**config.mk**
```make
export PLATFORM = sky130hd
export DESIGN_NAME = blt_cmd_front
export DESIGN_NICKNAME = d
export VERILOG_FILES = /design/src/rtl/blt_pkg.sv /design/src/rtl/blt_regfile.sv /design/src/rtl/blt_trigger.sv /design/src/rtl/blt_cmd_fifo.sv /design/src/rtl/blt_cmd_front.sv
export SDC_FILE = /design/constraint.sdc
export NUM_CORES = 1
export LEC_CHECK = 0
export ABC_CLOCK_PERIOD_IN_PS = 6500
export BUFFER_PORTS_ARGS = -buffer_cell sky130_fd_sc_hd__buf_4
export CORE_MARGIN = 2
export CORE_UTILIZATION = 55
export DETAILED_ROUTE_END_ITERATION = 8
export PLACE_DENSITY = 0.74
export SETUP_SLACK_MARGIN = 0.1
export SKIP_CTS_REPAIR_TIMING = 1
export SLEW_MARGIN = 20
export SYNTH_ARGS = -nofsm -noshare
export SYNTH_HDL_FRONTEND = slang
export SYNTH_SLANG_ARGS = --single-unit
```
**constraint.sdc**
```tcl
create_clock -name clk -period 6.5 [get_ports clk]
set_input_delay 0.325 -clock clk [delete_from_list [all_inputs] [get_ports clk]]
set_output_delay 0.325 -clock clk [all_outputs]
set_load 0.005 [all_outputs]
```
**src/rtl/blt_pkg.sv**
```systemverilog
package blt_pkg;
   localparam int NSLOT  = 7;
   localparam int S_CTRL = 0;
   localparam int S_RMSK = 1;
   localparam int S_SRC  = 2;
   localparam int S_DST  = 3;
   localparam int S_DIM  = 4;
   localparam int S_FG   = 5;
   localparam int S_BG   = 6;

   localparam int GO_BIT = 31;
   localparam int QS_LSB = 29;
   localparam logic [6:0] STATUS_WORD = 7'h7F;  // byte offset 0x1FC

   typedef enum logic [1:0] {QS_NONE = 2'd0, QS_DIM = 2'd1, QS_SRC = 2'd2, QS_DST = 2'd3} qs_e;

   typedef struct packed {
      logic [31:0] ctrl;
      logic [31:0] src;
      logic [31:0] dst;
      logic [31:0] dim;
   } blt_cmd_t;

   // word address (byte offset / 4) of each register slot
   function automatic logic [6:0] slot_word(input int i);
      case (i)
         S_CTRL:  return 7'h10;
         S_RMSK:  return 7'h11;
         S_SRC:   return 7'h14;
         S_DST:   return 7'h15;
         S_DIM:   return 7'h16;
         S_FG:    return 7'h18;
         default: return 7'h19;
      endcase
   endfunction

   // writable lanes of each slot
   function automatic logic [3:0] slot_lanes(input int i);
      return (i == S_RMSK) ? 4'b1100 : 4'b1111;
   endfunction
endpackage

```
**src/rtl/blt_regfile.sv**
```systemverilog
module blt_regfile
   import blt_pkg::*;
#(
   parameter int ADDR_W = 9
) (
   input  logic                         clk,
   input  logic                         rst_n,
   input  logic                         wr_en,
   input  logic [ADDR_W-1:0]            addr,
   input  logic [3:0]                   be,
   input  logic [31:0]                  wdata,
   output logic [NSLOT-1:0]             slot_hit,
   output logic [NSLOT-1:0][31:0]       slot_cur,
   output logic [NSLOT-1:0][31:0]       slot_nxt
);
   localparam int WORD_W = ADDR_W - 2;

   logic [WORD_W-1:0] word;
   assign word = addr[ADDR_W-1:2];

   for (genvar g = 0; g < NSLOT; g++) begin : g_slot
      logic [3:0]  lanes;
      logic [31:0] q;
      logic [31:0] merged;

      assign lanes       = be & slot_lanes(g);
      assign slot_hit[g] = wr_en && (word == WORD_W'(slot_word(g)));

      always_comb begin
         merged = q;
         for (int b = 0; b < 4; b++)
            if (lanes[b]) merged[8*b +: 8] = wdata[8*b +: 8];
         if (g == S_CTRL) merged[GO_BIT] = 1'b0;
      end

      assign slot_nxt[g] = slot_hit[g] ? merged : q;
      assign slot_cur[g] = q;

      always_ff @(posedge clk) begin
         if (!rst_n) q <= '0;
         else        q <= slot_nxt[g];
      end
   end
endmodule

```
**src/rtl/blt_trigger.sv**
```systemverilog
module blt_trigger
   import blt_pkg::*;
#(
   parameter bit QUICK_EN = 1'b1
) (
   input  logic [NSLOT-1:0] slot_hit,
   input  logic [3:0]       be,
   input  logic             wdata_go,
   input  logic [1:0]       qs_code,
   output logic             launch_req
);
   logic explicit_go;
   logic armed_hit;

   assign explicit_go = slot_hit[S_CTRL] && be[3] && wdata_go;

   if (QUICK_EN) begin : g_quick
      always_comb begin
         case (qs_e'(qs_code))
            QS_DIM:  armed_hit = slot_hit[S_DIM] && (|be[1:0]);
            QS_SRC:  armed_hit = slot_hit[S_SRC] && (|be);
            QS_DST:  armed_hit = slot_hit[S_DST] && (|be);
            default: armed_hit = 1'b0;
         endcase
      end
   end else begin : g_noquick
      assign armed_hit = 1'b0;
   end

   assign launch_req = explicit_go || armed_hit;
endmodule

```
**src/rtl/blt_cmd_fifo.sv**
```systemverilog
module blt_cmd_fifo #(
   parameter int W     = 128,
   parameter int DEPTH = 4
) (
   input  logic                         clk,
   input  logic                         rst_n,
   input  logic                         push,
   input  logic                         pop,
   input  logic [W-1:0]                 din,
   output logic [W-1:0]                 dout,
   output logic [$clog2(DEPTH+1)-1:0]   count,
   output logic                         empty,
   output logic                         full
);
   localparam int PTR_W = (DEPTH > 1) ? $clog2(DEPTH) : 1;
   localparam int CNT_W = $clog2(DEPTH+1);
   localparam bit POW2  = (DEPTH & (DEPTH - 1)) == 0;

   logic [W-1:0]     mem [DEPTH];
   logic [PTR_W-1:0] wp, rp, wp_inc, rp_inc;
   logic             do_push, do_pop;

   assign empty   = (count == '0);
   assign full    = (count == CNT_W'(DEPTH));
   assign do_push = push && !full;
   assign do_pop  = pop && !empty;
   assign dout    = mem[rp];

   if (POW2) begin : g_wrap_nat
      assign wp_inc = wp + 1'b1;
      assign rp_inc = rp + 1'b1;
   end else begin : g_wrap_cmp
      assign wp_inc = (wp == PTR_W'(DEPTH-1)) ? '0 : wp + 1'b1;
      assign rp_inc = (rp == PTR_W'(DEPTH-1)) ? '0 : rp + 1'b1;
   end

   always_ff @(posedge clk) begin
      if (!rst_n) begin
         wp    <= '0;
         rp    <= '0;
         count <= '0;
      end else begin
         if (do_push) wp <= wp_inc;
         if (do_pop)  rp <= rp_inc;
         count <= count + CNT_W'(do_push) - CNT_W'(do_pop);
      end
   end

   always_ff @(posedge clk)
      if (do_push) mem[wp] <= din;

   AST_FULL_HOLDS: assert property (@(posedge clk) disable iff (!rst_n)
      (full && !pop) |=> full);
   AST_NO_POP_EMPTY: assert property (@(posedge clk) disable iff (!rst_n)
      pop |-> !empty);
endmodule

```
**src/rtl/blt_cmd_front.sv**
```systemverilog
module blt_cmd_front
   import blt_pkg::*;
#(
   parameter int ADDR_W     = 9,
   parameter int FIFO_DEPTH = 4,
   parameter bit QUICK_EN   = 1'b1
) (
   input  logic              clk,
   input  logic              rst_n,
   input  logic              wr_en,
   input  logic              rd_en,
   input  logic [ADDR_W-1:0] addr,
   input  logic [3:0]        be,
   input  logic [31:0]       wdata,
   output logic [31:0]       rdata,
   input  logic              eng_busy,
   input  logic              hostblt_busy,
   output logic              start_pulse,
   output logic [31:0]       go_ctrl,
   output logic [31:0]       go_src,
   output logic [31:0]       go_dst,
   output logic [31:0]       go_dim,
   output logic [31:0]       fg_color,
   output logic [31:0]       bg_color,
   output logic [7:0]        rop,
   output logic [7:0]        byte_mask
);
   localparam int WORD_W = ADDR_W - 2;
   localparam int FREE_W = $clog2(FIFO_DEPTH+1);
   localparam int CMD_W  = $bits(blt_cmd_t);

   if (FIFO_DEPTH < 1 || FIFO_DEPTH > 15) begin : g_bad_depth
      $error("FIFO_DEPTH must lie in 1..15 to fit the status field");
   end
   if (ADDR_W < 9) begin : g_bad_addr
      $error("ADDR_W must be at least 9");
   end

   logic [NSLOT-1:0]       slot_hit;
   logic [NSLOT-1:0][31:0] slot_cur, slot_nxt;
   logic                   launch_req;
   blt_cmd_t               snap, head;
   logic [FREE_W-1:0]      fifo_cnt;
   logic                   fifo_empty, fifo_full;
   logic                   can_go, direct, pop, push;

   blt_regfile #(.ADDR_W(ADDR_W)) i_regs (
      .clk(clk), .rst_n(rst_n), .wr_en(wr_en), .addr(addr), .be(be), .wdata(wdata),
      .slot_hit(slot_hit), .slot_cur(slot_cur), .slot_nxt(slot_nxt)
   );

   blt_trigger #(.QUICK_EN(QUICK_EN)) i_trig (
      .slot_hit(slot_hit), .be(be), .wdata_go(wdata[GO_BIT]),
      .qs_code(slot_cur[S_CTRL][QS_LSB +: 2]), .launch_req(launch_req)
   );

   assign snap = '{ctrl: slot_nxt[S_CTRL], src: slot_nxt[S_SRC],
                   dst:  slot_nxt[S_DST],  dim: slot_nxt[S_DIM]};

   assign can_go = !eng_busy && !start_pulse;
   assign direct = launch_req && fifo_empty && can_go;
   assign pop    = !fifo_empty && can_go;
   assign push   = launch_req && !direct && !fifo_full;

   blt_cmd_fifo #(.W(CMD_W), .DEPTH(FIFO_DEPTH)) i_fifo (
      .clk(clk), .rst_n(rst_n), .push(push), .pop(pop), .din(snap), .dout(head),
      .count(fifo_cnt), .empty(fifo_empty), .full(fifo_full)
   );

   blt_cmd_t go_q;

   always_ff @(posedge clk) begin
      if (!rst_n) begin
         start_pulse <= 1'b0;
         go_q        <= '0;
      end else begin
         start_pulse <= direct || pop;
         if (direct)   go_q <= snap;
         else if (pop) go_q <= head;
      end
   end

   assign go_ctrl = go_q.ctrl;
   assign go_src  = go_q.src;
   assign go_dst  = go_q.dst;
   assign go_dim  = go_q.dim;

   assign fg_color  = slot_cur[S_FG];
   assign bg_color  = slot_cur[S_BG];
   assign rop       = slot_cur[S_RMSK][23:16];
   assign byte_mask = slot_cur[S_RMSK][31:24];

   // read path
   logic [WORD_W-1:0] word;
   logic [31:0]       rd_val;
   logic              rd_mapped;
   logic [FREE_W-1:0] free_slots;

   assign word       = addr[ADDR_W-1:2];
   assign free_slots = FREE_W'(FIFO_DEPTH) - fifo_cnt;

   always_comb begin
      rd_val    = '0;
      rd_mapped = 1'b0;
      for (int i = 0; i < NSLOT; i++) begin
         if (word == WORD_W'(slot_word(i))) begin
            rd_val    = slot_cur[i];
            rd_mapped = 1'b1;
         end
      end
      if (word == WORD_W'(STATUS_WORD)) begin
         rd_val        = '0;
         rd_val[3:0]   = 4'(free_slots);
         rd_val[8]     = hostblt_busy;
         rd_val[10]    = eng_busy;
         rd_mapped     = 1'b1;
      end
   end

   always_ff @(posedge clk) begin
      if (!rst_n)     rdata <= '0;
      else if (rd_en) rdata <= rd_val;
      else            rdata <= '0;
   end

   AST_PULSE_SINGLE: assert property (@(posedge clk) disable iff (!rst_n)
      start_pulse |=> !start_pulse);
   AST_IDLE_LAUNCH: assert property (@(posedge clk) disable iff (!rst_n)
      start_pulse |-> $past(!eng_busy));
   AST_QS_IMMEDIATE: assert property (@(posedge clk) disable iff (!rst_n)
      (launch_req && fifo_empty && !eng_busy && !start_pulse) |=> start_pulse);
   AST_UNMAPPED_ZERO: assert property (@(posedge clk) disable iff (!rst_n)
      (rd_en && !rd_mapped) |=> (rdata == '0));
endmodule

```
==> results.yml, run 1 <==
die:
  fp-row-count: 92
  start_util_pct: 55.40
  dieHeight_um: 255.4
  die_area_um2: 65220
  die_w_um: 255.4
  ios: 292
  core_area_um2: 62740
placement:
  dp.cells: 3528
  post-dp-hpwl_um: 59370
  routabilityCongestion: 0.8998
  port_buffers: 289
global_routing:
  antenna_found_initial: 12
  grt_max_degree: 112
  grt.total_usage_pct: 27.52
  grt_pass1_wl_um: 135800
  grt_overflow_total: 0
  grt_pass1_vias: 21440
logic_synthesis:
  avgSynthCellArea_um2: 13.81
  seq_area_frac_synth_pct: 66.01
  synth_cells: 2517
  synthesis.nets: 2578
  synthFlopType: "edfxtp_1"
  ys.warnings.count: 0
  synth.distinct_cells: 68
  synth_edf_count: 512
  ys_seq_elements: 890
  syn-cell-area_um2: 34760
  async_flop_share_pct: 0
route:
  wl_um: 91290
  drt_pass1_iterations: 6
  drt_iter0_drc: 2251
  routed_via_density: 5.922
  highest_layer: "met5"
  wl_met1_um: 38100
  vias: 21900
  wl_met3_um: 7435
  dr_wl_met2_um: 42850
  wire_per_inst_um: 24.69
  ant_nets: 0
  drcViolationCount: 0
setup_path:
  crit_path_start_kind: "input pin"
  path_depth: 7
  critPathCapture: "i_fifo.mem[3][27]$_DFFE_PP_"
  critPathSlowestCell: "nor4bb_1"
  crit_type: "in -> reg"
  crit_fanout: 55
  worstPathBufferInverterCount: 2
  worstPathRequired_ns: 6.79
  crit_chain: "buf_4, nor4bb_1, o2111a_1, nor2_1, a221oi_2, and2_4, buf_4"
  setup.worst_path.end_class: "flop"
  reg2reg_slack_ns: 2.87
  r2r-start: "i_regs.g_slot[0].q[29]$_SDFF_PN0_"
  critPathArrivalTime_ns: 4.31
  reg2reg_depth: 6
  critPathTopFamily: "simple AND/OR/NAND/NOR gates"
  crit_path_start: "addr[2]"
  max_stage_delay_ns: 0.95
  critPathMostFrequentCell: "buf_4"
  worstReg2RegEnd: "i_fifo.mem[3][27]$_DFFE_PP_"
power:
  power.leakage_nw: 17.08
  swShare_pct: 24.80
  peakVddDrop_v: 0.0002152
  fin_total_pwr_w: 0.01335
  clkPwrFrac_pct: 37.1
  seq_power_share_pct: 49.4
  combPwrFrac_pct: 13.5
  p_int_w: 0.01004
  p_per_area_nw_per_um2: 329.1
  power.net_switching_w: 0.003311
sta:
  rsz0062_at_grt: "no"
  finalCritPeriodShare_pct: 61.94
  max_clock_freq_mhz: 248.4
  setup_viol_count_final: 0
  tightest_slew_ns: 1.074
  setup_tns_ns: 0
  hold_viol_final: 3
  fin_crit_ns: 4.026
  finalClockSkew_ns: 0.01538
  final-max-slew-violation-count: 0
  fin_hold_ws_ns: -0.003458
  maxSlewHeadroom_pct: 28.37
clock_tree:
  cts.sinks: 890
  cts_buffers: 86
  clock_latency_ns: 0.64
  cts_tree: "done"
  htree_num_levels: 3
  path_clk_slew_ns: 0.06
  cts_root_buffer: "clkbuf_16"
  cts_buffer_depth: 3
hold_path:
  hold_class: "in -> reg"
  holdPathStages: 3
layout:
  fin_util_pct: 64.66
  final_cells: 3697
  layout-drive-gt1-share_pct: 21.43
  syn_to_final_growth_pct: 16.72
  nets: 2834
run:
  max_cap_viol_count: 0
run_status:
  status: "complete, but fails checks"
  violations: "negative hold slack"
-- per-stage QoR --
step	worst slack, ns	instance area, um^2	hold WS, ns
after detailed placement	1.828	37690	0.4404
after floorplan	1.111	34760	0.4389
after global routing	2.311	40560	0.002151
after global placement	2.001	37690	0.4388
after CTS	2.512	40500	-0.04530
final	2.474	40570	-0.003458
-- cell usage in the layout (no fill, tap or decap), drive strengths merged, types with 17 or more instances in the layout --
cell type  instances
mux4             128
inv              153
a211oi            17
clkinv            26
edfxtp           512
a21oi             71
buf              312
o21ai             55
mux2i            208
a211o            118
clkbuf           125
nor2             359
dfxtp            378
o22ai             28
nor2b            120
nand2             71
-- registers in the layout, indices dropped and copies added (netlist names), named ones only --
register and count:
go_src 32, go_dim 32, i_fifo.wp 2, i_regs.g_slot.q 208, i_fifo.count 3, start_pulse 1
rdata 32, go_dst 32, go_ctrl 32, i_fifo.mem 512, i_fifo.rp 2
-- cell usage after synthesis, types with 9 or more instances --
master | number | area share (%)
mux4_2 | 128 | 8.3
a211oi_1 | 17 | 0.37
mux2i_1 | 208 | 6.0
buf_2 | 19 | 0.27
clkbuf_1 | 107 | 1.2
o22ai_1 | 28 | 0.50
o21ai_0 | 55 | 0.79
ha_1 | 9 | 0.32
edfxtp_1 | 512 | 44
nor2b_1 | 120 | 2.2
nand2_1 | 71 | 0.77
a21oi_1 | 71 | 1.0
buf_1 | 19 | 0.21
nor2_1 | 357 | 3.9
a211o_1 | 118 | 3.0
a2111oi_0 | 16 | 0.40
inv_1 | 148 | 1.6
dfxtp_1 | 378 | 22
nand3_1 | 14 | 0.20
-- metal layers --
layer	vias up	GRT usage, %
li1	9721	-
met1	11080	38.85
met2	919	43.06
met3	153	5.506
met4	18	9.232
met5	-	0
-- power groups by stage --
| stage | combinational (W) | sequential, W | clock, W |
|---|---|---|---|
| after floorplan | 0.00104 | 0.00655 | 0 |
| after global placement | 0.00181 | 0.00672 | 0 |
| after detailed placement | 0.00182 | 0.00673 | 0 |
| after CTS | 0.00183 | 0.00661 | 0.00501 |
| after global routing | 0.00193 | 0.00664 | 0.00523 |
| final | 0.00180 | 0.00660 | 0.00495 |
-- worst register-to-register path, delay by kind of cell (launching register included) --
family	cells	cell delay [ns]
buf+inv	1	0.51
simple gates	3	1.52
xor+xnor	1	0.16
flops	1	0.48
compound gates	1	0.60
-- logic make-up after synthesis --
group           after synthesis  share of synthesized area [%]
fa+ha+maj                    10                         0.3816
compound gates              349                          7.124
xor+xnor                      5                         0.1260
simple gates                629                          8.734
mux                         337                          14.32
flops                       890                          66.01
buf+inv                     297                          3.308
-- final cells by class --
| class | instances | area, um^2 |
|---|---|---|
| Clock buffer | 125 | 2476 |
| Tap cell | 846 | 1059 |
| Fill cell | 4506 | 22170 |
| Sequential cell | 890 | 22950 |
| Timing Repair Buffer | 315 | 2426 |
| Antenna cell | 5 | 12.51 |
| Inverter | 150 | 568.0 |
| Clock inverter | 36 | 332.8 |
| Multi-Input combinational cell | 1330 | 10740 |
-- worst min path at each step --
stage                     slack [ns]                              start                                  end
after detailed placement        0.44            go_dst[29]$_SDFFE_PN0P_              go_dst[29]$_SDFFE_PN0P_
after global routing           0.002                           wdata[8]   i_regs.g_slot[6].q[8]$_SDFFE_PN0P_
after floorplan                 0.44  i_regs.g_slot[3].q[11]$_SDFF_PN0_                 rdata[11]$_SDFF_PP0_
after CTS                      -0.05                           wdata[4]   i_regs.g_slot[6].q[4]$_SDFFE_PN0P_
final                         -0.003                          wdata[20]  i_regs.g_slot[6].q[20]$_SDFFE_PN0P_
after global placement          0.44            go_dst[27]$_SDFFE_PN0P_              go_dst[27]$_SDFFE_PN0P_
Note: power is estimated with default switching activity, not from simulation.
==> inputs of run 2 (changes only) <==
Settings changed: ABC_CLOCK_PERIOD_IN_PS 6500 to 3900.
Clock period 6.5 ns to 3.9 ns, I/O delays scaled along.
==> run 2 against run 1 <==
  * The run now ends clean
  * Clock power is 69% higher
  * First-iteration DRC count is 5.7% higher
  * Clock skew is 0.014 ns higher
  * Register-to-register slack worse by 1.8 ns
  * Utilization is 1.0 points higher
  * Design area is 1.6% higher
  * Final cell count is 1.4% higher
  * Non-clock buffer count is 55 higher
  * Sequential power is 67% higher
  * Flip-flop and latch count stayed put
  * Total power is 69% higher
  * Largest power group unchanged
  * Highest routed layer unchanged
==> results.yml, run 2 (synthesis results as in run 1) <==
sta:
  max_clock_freq_mhz: 350.4
  fin_crit_ns: 2.854
  rsz0062_at_grt: "no"
  final-max-slew-violation-count: 0
  hold_viol_final: 0
  setup_viol_count_final: 0
  setup_tns_ns: 0
  tightest_slew_ns: 1.053
  maxSlewHeadroom_pct: 29.79
  finalClockSkew_ns: 0.02904
  finalCritPeriodShare_pct: 73.17
setup_path:
  reg2reg_depth: 7
  worstReg2RegEnd: "i_fifo.mem[0][71]$_DFFE_PP_"
  crit_fanout: 51
  worstPathBufferInverterCount: 2
  crit_type: "reg -> reg"
  critPathTopFamily: "simple AND/OR/NAND/NOR gates"
  r2r-start: "i_regs.g_slot[0].q[29]$_SDFF_PN0_"
  crit_path_start_kind: "flop"
  critPathArrivalTime_ns: 3.15
  critPathSlowestCell: "dfxtp_1"
  setup.worst_path.end_class: "flop"
  reg2reg_slack_ns: 1.05
  crit_chain: "xor2_1, nor4_4, nor2_1, a221oi_2, buf_4, and2_4, buf_12"
  worstPathRequired_ns: 4.20
  crit_path_start: "i_regs.g_slot[0].q[29]$_SDFF_PN0_"
  max_stage_delay_ns: 0.45
route:
  vias: 22540
  routed_via_density: 6.011
  wl_um: 95580
  drt_pass1_iterations: 6
  wire_per_inst_um: 25.49
  drt_iter0_drc: 2379
  drcViolationCount: 0
  ant_nets: 0
placement:
  post-dp-hpwl_um: 61970
  port_buffers: 289
  routabilityCongestion: 0.9144
  placed_area_um2: 38010
clock_tree:
  clock_latency_ns: 0.65
  cts_buffer_depth: 3
  htree_num_levels: 3
  cts.sinks: 890
  cts_buffers: 87
  cts_root_buffer: "clkbuf_16"
  path_clk_slew_ns: 0.07
  cts_tree: "done"
layout:
  syn_to_final_growth_pct: 18.61
  final_common_cell: "edfxtp_1"
  top_register: "i_fifo.mem"
  nets: 2890
  layout-drive-gt1-share_pct: 21.78
  post-route-cell-area_um2: 41220
  top_regs: "i_fifo.mem x512, i_regs.g_slot.q x208"
  layout_common_cells: "edfxtp_1 (512), dfxtp_1 (376), nor2_1 (355)"
  largest_register_ffs: 512
hold_path:
  worstHoldStart: "addr[5]"
  hold_class: "in -> reg"
  holdPathStages: 4
  hold-path-endpoint: "i_regs.g_slot[0].q[31]$_SDFF_PN0_"
global_routing:
  grt_pass1_vias: 22480
  grt_use_met2_pct: 44.84
  grt_max_degree: 98
  grt_use_met1_pct: 40.94
  grt_pass1_wl_um: 142900
  grtUsageMet3_pct: 5.823
  grt.total_usage_pct: 29.02
  grt_overflow_total: 0
  gr-max-usage-layer: "met2"
  antenna_found_initial: 4
die:
  start_util_pct: 55.40
  ios: 292
  dieHeight_um: 255.4
  die_w_um: 255.4
  core_area_um2: 62740
  fp-row-count: 92
  die_area_um2: 65220
power:
  peakVddDrop_v: 0.0003663
  power.leakage_nw: 17.39
  p_per_area_nw_per_um2: 547.4
run:
  max_cap_viol_count: 0
run_status:
  status: "finished, final reports clean"
[run 2: changes by cell type in the layout (fill, tap and decap cells not counted), moves of 2 or more]
cell	delta
buf_12	+12
buf_4	+11
clkbuf_8	+3
clkinv_1	+2
diode_2	-3
dlygate4sd3_1	+33
inv_6	-2
nor2_2	+2
nor2_4	-2
[run 2: worst max-delay path by stage]
stage                                   endpoint  slack, ns  cells past startpoint
detailed placement   i_fifo.mem[0][70]$_DFFE_PP_       0.61                      8
floorplan             i_fifo.mem[0][0]$_DFFE_PP_       0.04                      6
global route          i_fifo.count[2]$_SDFF_PN0_       0.89                     12
CTS                 i_fifo.mem[0][103]$_DFFE_PP_       1.04                      7
global placement     i_fifo.mem[0][70]$_DFFE_PP_       0.63                      8
finish               i_fifo.mem[0][71]$_DFFE_PP_       1.05                      7
[run 2: power breakdown]
| part | total [W] | internal [W] | switching, W |
|---|---|---|---|
| clock | 0.00837 | 0.00484 | 0.00353 |
| sequential | 0.0110 | 0.0104 | 0.000648 |
| combinational | 0.00316 | 0.00166 | 0.00150 |
[run 2: worst register-to-register path, cell delays in order (launching register included)]
cell,delay (ns)
dfxtp_1,0.45
xor2_1,0.14
nor4_4,0.41
nor2_1,0.19
a221oi_2,0.33
buf_4,0.21
and2_4,0.39
buf_12,0.35
[run 2: area by class of cell]
type	instances	area, um^2
inverters	150	568.0
clock buffers	127	2531
multi-input cells	1330	10730
diodes	2	5.005
well taps	846	1059
clock inverters	35	315.3
repair buffers	370	3068
flip-flops and latches	890	22950
fillers	4388	21510
[run 2: per-layer routing]
layer / vias to the layer above / wire length (um)
li1: 9818 / -
met3: 187 / 8487
met1: 11500 / 39000
met5: - / 50
met2: 1028 / 44790
met4: 8 / 3261
[run 2: through the flow]
stage | utilization [%] | power [W] | std cells | worst slack [ns] | hold WS [ns]
6_report | 65.71 | 0.02257 | 3750 | 1.046 | 0.07946
2_1_floorplan | - | 0.01264 | 2517 | 0.04206 | 0.3310
3_3_place_gp | 60.59 | 0.01436 | 3550 | 0.6348 | 0.4391
3_5_place_dp | 60.59 | 0.01439 | 3550 | 0.6149 | 0.4461
4_1_cts | 65.13 | 0.02267 | 3712 | 1.040 | -0.1943
5_1_grt | 65.70 | 0.02330 | 3748 | 0.8941 | 0.1067
==> inputs of run 3 (changes only) <==
Settings changed: ABC_CLOCK_PERIOD_IN_PS 3900 to 2500, CORE_UTILIZATION 55 to 54, PLACE_DENSITY 0.74 to 0.76.
Clock period 3.9 ns to 2.5 ns, I/O delays scaled along.
==> run 3 against run 2 <==
  * Clock skew down 0.0098 ns
  * Clock power is 55% higher
  * Final cell count up 2.5%
  * Non-clock buffer count is 84 higher
  * Via count grew 1.7%
  * Count of clock-buffer cells in the layout fell by 17
  * Register-to-register slack lost 0.95 ns
  * Combinational power increased by 69%
  * Design area up 2.2%
  * Maximum frequency grew 19%
  * Sequential share of layout area shrank 1.2 points
  * Critical endpoint is now i_fifo.count[2]$_SDFF_PN0_
  * Highest routed layer unchanged
==> results.yml, run 3 (synthesis results as in run 1) <==
clock_tree:
  cts_buffers: 86
  cts_root_buffer: "clkbuf_16"
  htree_num_levels: 3
  clock_latency_ns: 0.63
  cts_buffer_depth: 3
  cts.sinks: 890
  path_clk_slew_ns: 0.07
  cts_tree: "done"
layout:
  post-route-cell-area_um2: 42150
  layout_common_cells: "edfxtp_1 (512), buf_4 (379), dfxtp_1 (375)"
  layout-drive-gt1-share_pct: 24.21
  syn_to_final_growth_pct: 21.27
  top_regs: "i_fifo.mem x512, i_regs.g_slot.q x208"
  top_register: "i_fifo.mem"
  nets: 2974
  fin_util_pct: 65.86
  final_common_cell: "edfxtp_1"
  largest_register_ffs: 512
setup_path:
  critPathTopFamily: "adder cells"
  crit_path_start_kind: "flop"
  worstPathBufferInverterCount: 2
  crit_chain: "buf_4, nor2b_1, o2111a_1, nor2_2, a221oi_4, ha_1, inv_1, fa_1, xnor2_2, xnor2_1, nor2_1"
  critPathArrivalTime_ns: 2.87
  crit_fanout: 3
  crit_type: "reg -> reg"
  setup.worst_path.end_class: "flop"
  worstPathRequired_ns: 2.97
  critPathSlowestCell: "fa_1"
  max_stage_delay_ns: 0.44
  reg2reg_slack_ns: 0.1
placement:
  dp_slack_ns: -0.1001
  routabilityCongestion: 0.9467
  port_buffers: 289
  post-dp-hpwl_um: 63930
  placed_area_um2: 38860
route:
  wire_per_inst_um: 25.07
  drcViolationCount: 0
  drt_pass1_iterations: 8
  routed_via_density: 5.967
  wl_um: 96330
  drt_iter0_drc: 2328
  ant_nets: 0
  vias: 22930
die:
  start_util_pct: 54.31
  die_area_um2: 66410
  die_w_um: 257.7
  core_area_um2: 64000
  ios: 292
  fp-row-count: 93
  dieHeight_um: 257.7
sta:
  finalWorstSetupSlack_ns: 0.09894
  setup_viol_count_final: 0
  fin_crit_ns: 2.401
  rsz0062_at_grt: "yes"
  max_clock_freq_mhz: 416.5
  tightest_slew_ns: 1.126
  maxSlewHeadroom_pct: 24.90
  final-max-slew-violation-count: 0
  hold_viol_final: 0
  finalClockSkew_ns: 0.01925
  fin_hold_ws_ns: 0.05324
  finalCritPeriodShare_pct: 96.04
power:
  power.net_switching_w: 0.008870
  swShare_pct: 25.04
  peakVddDrop_v: 0.0005717
  p_int_w: 0.02655
  seq_power_share_pct: 48.2
  power.leakage_nw: 17.90
  combPwrFrac_pct: 15.1
  p_per_area_nw_per_um2: 840.5
  clkPwrFrac_pct: 36.7
hold_path:
  hold_class: "in -> reg"
global_routing:
  grt.total_usage_pct: 28.32
  antenna_found_initial: 5
  grt_overflow_total: 0
  grt_max_degree: 215
  grt_pass1_wl_um: 141100
  grt_pass1_vias: 22450
run:
  max_cap_viol_count: 0
run_status:
  status: "finished, final reports clean"
==> run 3: changes by cell type in the layout (fill, tap and decap cells not counted), moves of 2 or more <==
cell and change:
clkinv_2 +11, buf_4 +61, buf_12 +20, bufinv_16 +4, dlygate4sd3_1 +2, clkbuf_1 -7
clkbuf_8 -10
==> run 3: path summary, 6_finish.rpt <==
check,start,end,cells past startpoint
max,i_regs.g_slot[0].q[30]$_SDFF_PN0_,i_fifo.count[2]$_SDFF_PN0_,11
min,addr[8],i_regs.g_slot[0].q[31]$_SDFF_PN0_,5
max reg2reg,i_regs.g_slot[0].q[30]$_SDFF_PN0_,i_fifo.count[2]$_SDFF_PN0_,11
min reg2reg,go_dst[28]$_SDFFE_PN0P_,go_dst[28]$_SDFFE_PN0P_,1
==> run 3: layout make-up <==
class                           instances  area, um^2
Fill cell                            4484       21850
Clock inverter                         51       503.0
Sequential cell                       890       22950
Multi-Input combinational cell       1331       10750
Timing Repair Buffer                  454        3971
Inverter                              150       568.0
Clock buffer                          110        2330
Antenna cell                            1       2.502
Tap cell                              855        1070
==> run 3: layer usage <==
| layer | part of all wire, % | up-vias | track usage, % | routed length (um) |
|---|---|---|---|---|
| met5 | 0.031 | - | 0 | 30 |
| met4 | 4.2 | 6 | 11.42 | 4037 |
| met3 | 9.6 | 214 | 5.958 | 9282 |
| met2 | 46 | 1208 | 43.37 | 44200 |
| met1 | 40 | 11500 | 39.86 | 38780 |
| li1 | - | 10000 | - | - |
==> run 3: metrics by stage <==
stage / power [W] / TNS (ns) / cells
after global routing: 0.03659 / -0.007262 / 3842
after floorplan: 0.01972 / -214.00 / 2517
final: 0.03542 / 0 / 3842
after global placement: 0.02258 / -0.1764 / 3636
after detailed placement: 0.02265 / -0.1136 / 3636
after CTS: 0.03554 / 0 / 3797
==> run 3: power by group through the flow <==
stage | registers, W | clock network, W | logic (W)
global route | 0.0171 | 0.0137 | 0.00572
finish | 0.0171 | 0.0130 | 0.00535
floorplan | 0.0170 | 0 | 0.00270
global placement | 0.0174 | 0 | 0.00523
detailed placement | 0.0174 | 0 | 0.00530
CTS | 0.0171 | 0.0132 | 0.00532
==> run 3: worst min-delay path, cell delays in order <==
cell and delay [ns]:
buf_4 0.10, nor4bb_2 0.06, buf_4 0.16, nand2_1 0.07, and3_1 0.14
